File: src/rtl/els_pkg.sv
// Package: shared parameters and types for the edge-latched memory.
// Assumes: one-bit words by default; the depth is a power of two.
package els_pkg;
    localparam int unsigned DEF_DEPTH = 1024;
    localparam int unsigned DEF_DW    = 1;

    // Edge events seen on the sampled strobes during one clock.
    typedef struct packed {
        logic strb_fall;
        logic strb_rise;
        logic we_rise;
    } strobe_ev_t;
endpackage

File: src/rtl/els_strobe_edges.sv
// Module: detects edges on the cycle strobe and the write strobe by keeping
// last clock's sample of each. Assumes the inputs are synchronous to clk.
// Both samples reset to high (idle), so a strobe held low through reset is
// seen as a falling edge on the first clock after reset.
module els_strobe_edges
    import els_pkg::*;
(
    input  logic       clk,
    input  logic       rst_n,
    input  logic       strb_n,
    input  logic       we_n,
    output strobe_ev_t ev
);
    logic strb_q;
    logic we_q;

    // Keep the previous sample of each strobe.
    always_ff @(posedge clk) begin
        if (!rst_n) begin
            strb_q <= 1'b1;
            we_q   <= 1'b1;
        end else begin
            strb_q <= strb_n;
            we_q   <= we_n;
        end
    end

    // Compare the current sample with the stored one to find edges.
    always_comb begin
        ev.strb_fall = strb_q & ~strb_n;
        ev.strb_rise = ~strb_q & strb_n;
        ev.we_rise   = ~we_q & we_n;
    end
endmodule

File: src/rtl/els_cycle_ctrl.sv
// Module: cycle sequencing. It latches the address, tracks the open cycle,
// arms and commits writes, and holds the output word after the cycle.
// Assumes rd_word is the array word at addr_q, presented without delay.
module els_cycle_ctrl
    import els_pkg::*;
#(
    parameter int unsigned DEPTH = DEF_DEPTH,
    parameter int unsigned DW    = DEF_DW,
    localparam int unsigned AW   = $clog2(DEPTH)
) (
    input  logic          clk,
    input  logic          rst_n,
    input  strobe_ev_t    ev,
    input  logic          strb_n,
    input  logic          sel_lo,
    input  logic          we_n,
    input  logic [AW-1:0] addr,
    input  logic [DW-1:0] rd_word,
    output logic [AW-1:0] addr_q,
    output logic          cyc_act,
    output logic          held_v,
    output logic [DW-1:0] hold_q,
    output logic          wr_commit
);
    logic wr_arm;

    // A write ends on whichever of the two strobes rises first.
    assign wr_commit = wr_arm & (ev.we_rise | ev.strb_rise);

    // Latch the address only when the strobe falls.
    always_ff @(posedge clk) begin
        if (!rst_n)            addr_q <= '0;
        else if (ev.strb_fall) addr_q <= addr;
    end

    // The cycle is open from the strobe's fall until its rise.
    always_ff @(posedge clk) begin
        if (!rst_n)            cyc_act <= 1'b0;
        else if (ev.strb_fall) cyc_act <= 1'b1;
        else if (ev.strb_rise) cyc_act <= 1'b0;
    end

    // Arm a write while strobe, selects and write strobe are all low;
    // disarm when it commits.
    always_ff @(posedge clk) begin
        if (!rst_n)                      wr_arm <= 1'b0;
        else if (wr_commit)              wr_arm <= 1'b0;
        else if (!strb_n && sel_lo && !we_n) wr_arm <= 1'b1;
    end

    // Capture the presented word on the strobe's rise; release it on its fall.
    always_ff @(posedge clk) begin
        if (!rst_n) begin
            held_v <= 1'b0;
            hold_q <= '0;
        end else if (ev.strb_rise) begin
            held_v <= 1'b1;
            hold_q <= rd_word;
        end else if (ev.strb_fall) begin
            held_v <= 1'b0;
        end
    end

    a_r1_addr_steady: assert property (@(posedge clk) disable iff (!rst_n)
        !ev.strb_fall |=> $stable(addr_q));
    a_r4_hold_on_rise: assert property (@(posedge clk) disable iff (!rst_n)
        ev.strb_rise |=> (held_v && !cyc_act));
    a_r6_release_on_fall: assert property (@(posedge clk) disable iff (!rst_n)
        ev.strb_fall |=> (!held_v && cyc_act));
    a_r10_commit_once: assert property (@(posedge clk) disable iff (!rst_n)
        wr_commit |=> !wr_commit);
endmodule

File: src/rtl/els_bit_array.sv
// Module: the storage array. It has one synchronous write port and one
// asynchronous read port. Contents are not cleared by reset.
// Assumes the write and read addresses are in range (depth is 2**AW).
module els_bit_array
    import els_pkg::*;
#(
    parameter int unsigned DEPTH = DEF_DEPTH,
    parameter int unsigned DW    = DEF_DW,
    localparam int unsigned AW   = $clog2(DEPTH)
) (
    input  logic          clk,
    input  logic          wen,
    input  logic [AW-1:0] waddr,
    input  logic [DW-1:0] wdata,
    input  logic [AW-1:0] raddr,
    output logic [DW-1:0] rdata
);
    logic [DW-1:0] mem [DEPTH];

    // Store the write word on a commit.
    always_ff @(posedge clk) begin
        if (wen) mem[waddr] <= wdata;
    end

    // Present the addressed word.
    assign rdata = mem[raddr];
endmodule

File: src/rtl/edge_latched_sram.sv
// Module: top of the edge-latched static memory. It joins edge detection,
// cycle control and the array, and forms the output enable and data.
// Assumes all inputs are synchronous to clk. q reads 0 while q_oe is low.
module edge_latched_sram
    import els_pkg::*;
#(
    parameter int unsigned DEPTH = DEF_DEPTH,
    parameter int unsigned DW    = DEF_DW,
    localparam int unsigned AW   = $clog2(DEPTH)
) (
    input  logic          clk,
    input  logic          rst_n,
    input  logic          strb_n,
    input  logic          sel_a_n,
    input  logic          sel_b_n,
    input  logic          we_n,
    input  logic [AW-1:0] addr,
    input  logic [DW-1:0] d,
    output logic [DW-1:0] q,
    output logic          q_oe
);
    strobe_ev_t    ev;
    logic          sel_lo;
    logic [AW-1:0] addr_q;
    logic          cyc_act;
    logic          held_v;
    logic [DW-1:0] hold_q;
    logic          wr_commit;
    logic [DW-1:0] rd_word;

    assign sel_lo = ~sel_a_n & ~sel_b_n;

    els_strobe_edges u_edges (
        .clk    (clk),
        .rst_n  (rst_n),
        .strb_n (strb_n),
        .we_n   (we_n),
        .ev     (ev)
    );

    els_cycle_ctrl #(.DEPTH(DEPTH), .DW(DW)) u_ctrl (
        .clk       (clk),
        .rst_n     (rst_n),
        .ev        (ev),
        .strb_n    (strb_n),
        .sel_lo    (sel_lo),
        .we_n      (we_n),
        .addr      (addr),
        .rd_word   (rd_word),
        .addr_q    (addr_q),
        .cyc_act   (cyc_act),
        .held_v    (held_v),
        .hold_q    (hold_q),
        .wr_commit (wr_commit)
    );

    els_bit_array #(.DEPTH(DEPTH), .DW(DW)) u_array (
        .clk   (clk),
        .wen   (wr_commit),
        .waddr (addr_q),
        .wdata (d),
        .raddr (addr_q),
        .rdata (rd_word)
    );

    // Drive while selected and reading, during an open cycle or from the hold.
    always_comb begin
        q_oe = sel_lo & we_n & (cyc_act | held_v);
        if (!q_oe)       q = '0;
        else if (cyc_act) q = rd_word;
        else             q = hold_q;
    end

    a_r8_no_drive_on_write: assert property (@(posedge clk) disable iff (!rst_n)
        q_oe |-> we_n);
    a_r2_disabled_reads_zero: assert property (@(posedge clk) disable iff (!rst_n)
        !q_oe |-> (q == '0));
endmodule

File: config.mk
export PLATFORM = sky130hd
export DESIGN_NAME = edge_latched_sram
export DESIGN_NICKNAME = d
export VERILOG_FILES = /design/src/rtl/els_pkg.sv /design/src/rtl/els_strobe_edges.sv /design/src/rtl/els_cycle_ctrl.sv /design/src/rtl/els_bit_array.sv /design/src/rtl/edge_latched_sram.sv
export SDC_FILE = /design/constraint.sdc
export NUM_CORES = 1
export LEC_CHECK = 0
export ABC_AREA = 0
export BUFFER_PORTS_ARGS = -buffer_cell sky130_fd_sc_hd__buf_2
export CORE_ASPECT_RATIO = 0.75
export CORE_MARGIN = 3
export CORE_UTILIZATION = 25
export CTS_CLUSTER_DIAMETER = 120
export CTS_CLUSTER_SIZE = 30
export DETAILED_ROUTE_END_ITERATION = 8
export SLEW_MARGIN = 25
export SYNTH_ARGS = -nofsm -noshare
export SYNTH_HDL_FRONTEND = slang
export SYNTH_SLANG_ARGS = --single-unit
File: constraint.sdc
create_clock -name clk -period 4.2 [get_ports clk]
set_input_delay 0.42 -clock clk [delete_from_list [all_inputs] [get_ports clk]]
set_output_delay 0.42 -clock clk [all_outputs]
set_load 0.01 [all_outputs]
# After elaboration in Yosys (flattened, before gate mapping)
# Memory sizes are Yosys's and may differ from the RTL's. A register that Yosys moved wholly into a read port is not among the register bits.
# Cells that the tools add are included.
# classes
n_bitwise	15
n_reduce_logical	6
muxes	10
# op_table
cell	n
10-bit 2-to-1 mux	2
1-bit 2-to-1 mux	8
1-bit AND	7
1-bit NOT	6
1-bit logical AND	2
1-bit zero test	2
1-bit OR	2
2-bit nonzero test	1
2-bit OR reduction	1
# totals
in_bits	17
reg_bits	16
ramBits	1024
elab_cells	39
output_inout_bits	2
memories	1
# memory_table
name	depth	width	rd	rd_clocked_by_memory_dff	write_ports	line_no	source
u_array.mem	1024	1	1	1	1	els_bit_array.sv:18	logic [DW-1:0] mem [DEPTH];

# Depth between registers and ports, before layout
# depth
word_depth	6
mapped_depth	14
ltp_nobuf	8

# By module
# A second synthesis with hierarchy kept.
# unflattened
hier_cells	3169
hier_area_um2	45275.9
# modules_own_cells
module	cells_per_inst	seq_area_each_um2	area_each_um2	instances
els_bit_array	3111	30749.5	44636.6	1
els_cycle_ctrl	46	280.3	531.8	1
els_strobe_edges	7	40.0	71.3	1
edge_latched_sram	5	0.0	36.3	1

# Least setup slack after synthesis
# OpenSTA, ideal clock, no wires.
# synth_path
path_type	reg2out
from	register with a tool-made name
to	output q
stages_incl_launch_ff	13
path_slack_ns	1.031
arrival_time_ns	2.749
cell_sequence	dfxtp_1 buf_6 buf_6 buf_6 buf_4 mux4_2 a22o_1 a221oi_1 nor3_1 o31ai_1 nand3_1 a311oi_1 nor3_1
# synth_rtl
element	line_no	source
to (decl)	edge_latched_sram.sv:19	output logic [DW-1:0] q,

==> run_results.csv <==
group,metric,value,unit
floorplanning,die-area,186000,um2
power,swShare,22.5,%
yosys,synth_adder_area_share,0.0553,%
grt,grt_pass1_vias,26500,
layout,multiInputGateArea,13000,um2
min_path,holdCritPathClass,"input pin to register",
yosys,ys_top_cells_by_area,"edfxtp_1 (68%), mux4_2 (11%), nor2_1 (8.8%)",
floorplanning,die_y,375,um
grt,grtUsageTotal,13.5,%
power,peakVddDrop,0.254,mV
yosys,avgSynthCellArea,14.3,um2
outcome,outcome,"complete, but fails checks",
setup_path,critPathRequiredTime,3.78,ns
yosys,synth_nets,3192,
floorplanning,initial_core_util,25.3,%
timing,worstMarginPinSlew,1.04,ns
power,pwr-share-comb,7.7,%
power,cellInternalPower,0.0139,W
route,top_layer,"met4",
timing,setup_viol,1,
cts,numCtsBuffers,40,
place,post-dp-hpwl,77400,um
timing,drv_slew,0,
setup_path,crit_chain,"buf_12, buf_16, mux4_2, a22oi_2, a21oi_2, or4_1, o311a_1, or4_4, nor4_4, nor3_4, buf_2",
route,drc,0,
grt,grt_pass1_wl,189000,um
yosys,synth_top_area_cell,"edfxtp_1",
cts,clkTransAtPathRegs,0.12,ns
route,wl_per_cell,23.5,um
outcome,violations,"setup timing",
place,portBuffers,18,
layout,layout.nets,3185,
floorplanning,row_count,134,
power,finalPower,0.0179,W
yosys,ys_warn_count,0,
timing,finalCriticalPeriod,4.32,ns
yosys,synthCells,3173,
route,wl_met2,58000,um
power,p_leak,14.4,nW
cts,htree_num_levels,2,
setup_path,reg2reg_depth,8,
layout,layout_commonest_cell,"nor2_1",
timing,fin_setup_tns,-0.124,ns
cts,clock_path_buffers,3,
timing,finalHoldViolations,0,
setup_path,worst-setup-path-type,"register to output pin",
route,viasPerCell,4.97,
timing,max_freq,231,MHz
yosys,syn_area,45300,um2
setup_path,end_kind,"output pin",
timing,period_share,103,%
grt,grt_overflow_total,0,
timing,rsz0062_at_grt,"true",
timing,maxSlewHeadroom,30.3,%
yosys,yosys.area.top_type_share,67.9,%
layout,fill_cells,17900,
floorplanning,ios,19,
yosys,synth-seq-cells,1050,
setup_path,slowest_delay,0.51,ns
floorplanning,core_area,179000,um2
yosys,synthMuxAreaShare,13.7,%
route,first_iter_violations,3953,
route,met3_wirelength,12900,um
setup_path,arrival,3.90,ns
setup_path,cp_slowest_cell,"mux4_2",
cts,cts-root-buf,"clkbuf_16",
power,power.share.sequential,64.2,%
yosys,synthSimpleGateAreaFrac,11.4,%
power,power.switching,0.00403,W
place,finalWeightedCongestion,0.829,
layout,seq_area,31300,um2
yosys,ys_types,60,
grt,grt_max_degree,165,
yosys,synth_ff_type,"edfxtp_1",
setup_path,cp_max_fo,8,
route,wl_met1,57400,um
yosys,synth-compound-area-share,2.71,%
setup_path,worstSetupStartpointType,"register",
yosys,synth-seq-area-share,69.0,%
min_path,whs_path_depth,3,
route,ant_nets,0,
yosys,async_reset_ff_share,0,%
layout,layout_common_cells,"nor2_1 (1055), edfxtp_1 (1024), mux4_2 (223)",
timing,setup_slack,-0.124,ns
route,wirelength,131000,um
yosys,synth_xor_area_share,0,%
timing,fin_skew,0.0478,ns
run,cap_viol_max_count,0,
power,p_per_area,351,nW/um2
floorplanning,die_x,497,um
cts,clock-sinks,1050,
layout,area_growth,12.9,%
power,pwr-share-clk,28.1,%
route,first_pass_iters,6,
route,vias,27700,
cts,worstSkewPairLatency,0.66,ns
yosys,synth_top_family_by_area,"multiplexers",
cts,cts_tree,"yes",
layout,drive_above_1_share,19.2,%
yosys,synth_edf_count,1024,
grt,antenna_found_initial,3,
[flip-flops by register name, summed over array words and instances (netlist names), named ones only]
| signal | count |
|---|---|
| u_array.mem | 1024 |
| u_edges.strb_q | 1 |
| u_ctrl.held_v | 1 |
| u_ctrl.cyc_act | 1 |
| u_edges.we_q | 1 |
| u_ctrl.addr_q | 10 |
| u_ctrl.hold_q | 1 |
| u_ctrl.wr_arm | 1 |
[what timing repair did]
item	CTS	global route
hold buffers	2	0
cloned	6	2
pin swaps	12	14
setup endpoints to repair	1	1
setup buffers	29	7
hold endpoints to repair	2	0
resized for setup	75	30
[layer usage]
metal	vias up	track usage [%]
met2	1369	20.4
li1	11500	-
met1	14600	20.5
met4	0	2.66
met3	145	2.15
met5	-	0
[layout make-up]
cell class / instances / area share, %
multi-input cells: 1815 / 25.5
well taps: 2380 / 5.82
inverters: 12 / 0.103
repair buffers: 247 / 5.18
flip-flops and latches: 1050 / 61.2
diodes: 2 / 0.00979
clock buffers: 65 / 2.18
[cell usage after synthesis, types with 4 or more instances]
library cell / n
o211ai_1: 6
mux2i_1: 114
nand2_1: 120
nor3_1: 22
nor3b_1: 5
a21oi_1: 27
clkbuf_1: 221
and3_1: 9
buf_2: 37
buf_1: 6
nor4_1: 9
nand4_1: 4
a221oi_1: 12
a31oi_1: 5
a22o_1: 6
or4_1: 5
nand2b_1: 5
and2_1: 6
dfxtp_1: 26
or3_1: 4
inv_1: 10
a311oi_1: 5
mux2_2: 5
a211oi_1: 7
mux4_2: 223
buf_6: 12
o21ai_0: 13
nand3_1: 8
nor2_1: 1057
nor2b_1: 32
buf_4: 20
o22ai_1: 14
edfxtp_1: 1024
a2111oi_0: 5
o31ai_1: 4
a22oi_1: 49
and3b_1: 4
[path summary, 6_finish.rpt]
check / start / end / slack (ns)
setup / recovery: register / q / -0.12
hold / removal: addr[5] / u_ctrl.addr_q[5] / 0.06
setup reg to reg: u_edges.strb_q / u_array.mem[340] / 0.70
hold reg to reg: u_ctrl.wr_arm / u_ctrl.wr_arm / 0.51
[logic make-up (layout without fill, tap and decap cells)]
| logic type | after synthesis | in the layout |
|---|---|---|
| AOI/OAI and AO/OA | 172 | 172 |
| muxes | 342 | 342 |
| other | 0 | 2 |
| buffers and inverters | 308 | 324 |
| DFF | 1050 | 1050 |
| adders and majority gates | 2 | 2 |
| and+or+nand+nor | 1299 | 1299 |
[worst max-delay path, delay by kind of cell, from the launching register on]
kind | cells | cell delay, ns
mux | 1 | 0.51
buf+inv | 3 | 0.48
compound gates | 3 | 0.43
flops | 1 | 0.38
simple gates | 4 | 1.43
[power by group through the flow]
stage                     clock [W]  combinational, W  sequential (W)
after detailed placement          0           0.00120          0.0118
after global placement            0           0.00120          0.0118
after CTS                   0.00511           0.00133          0.0115
after floorplan                   0          0.000686          0.0117
after global routing        0.00545           0.00145          0.0115
final                       0.00504           0.00138          0.0115
[metrics by stage]
| stage | instances | hold WS [ns] | worst slack, ns | area (um2) | util [%] |
|---|---|---|---|---|---|
| floorplan | 3173 | 0.469 | 1.03 | 45300 | - |
| global placement | 5458 | 0.476 | 0.0443 | 48900 | 27.4 |
| detailed placement | 5458 | 0.488 | 0.131 | 48900 | 27.4 |
| CTS | 5560 | 0.0287 | -0.127 | 50900 | 28.4 |
| global route | 5569 | 0.0618 | -0.211 | 51100 | 28.6 |
| finish | 5571 | 0.0615 | -0.124 | 51100 | 28.6 |
(Power assumes the default switching activity.)
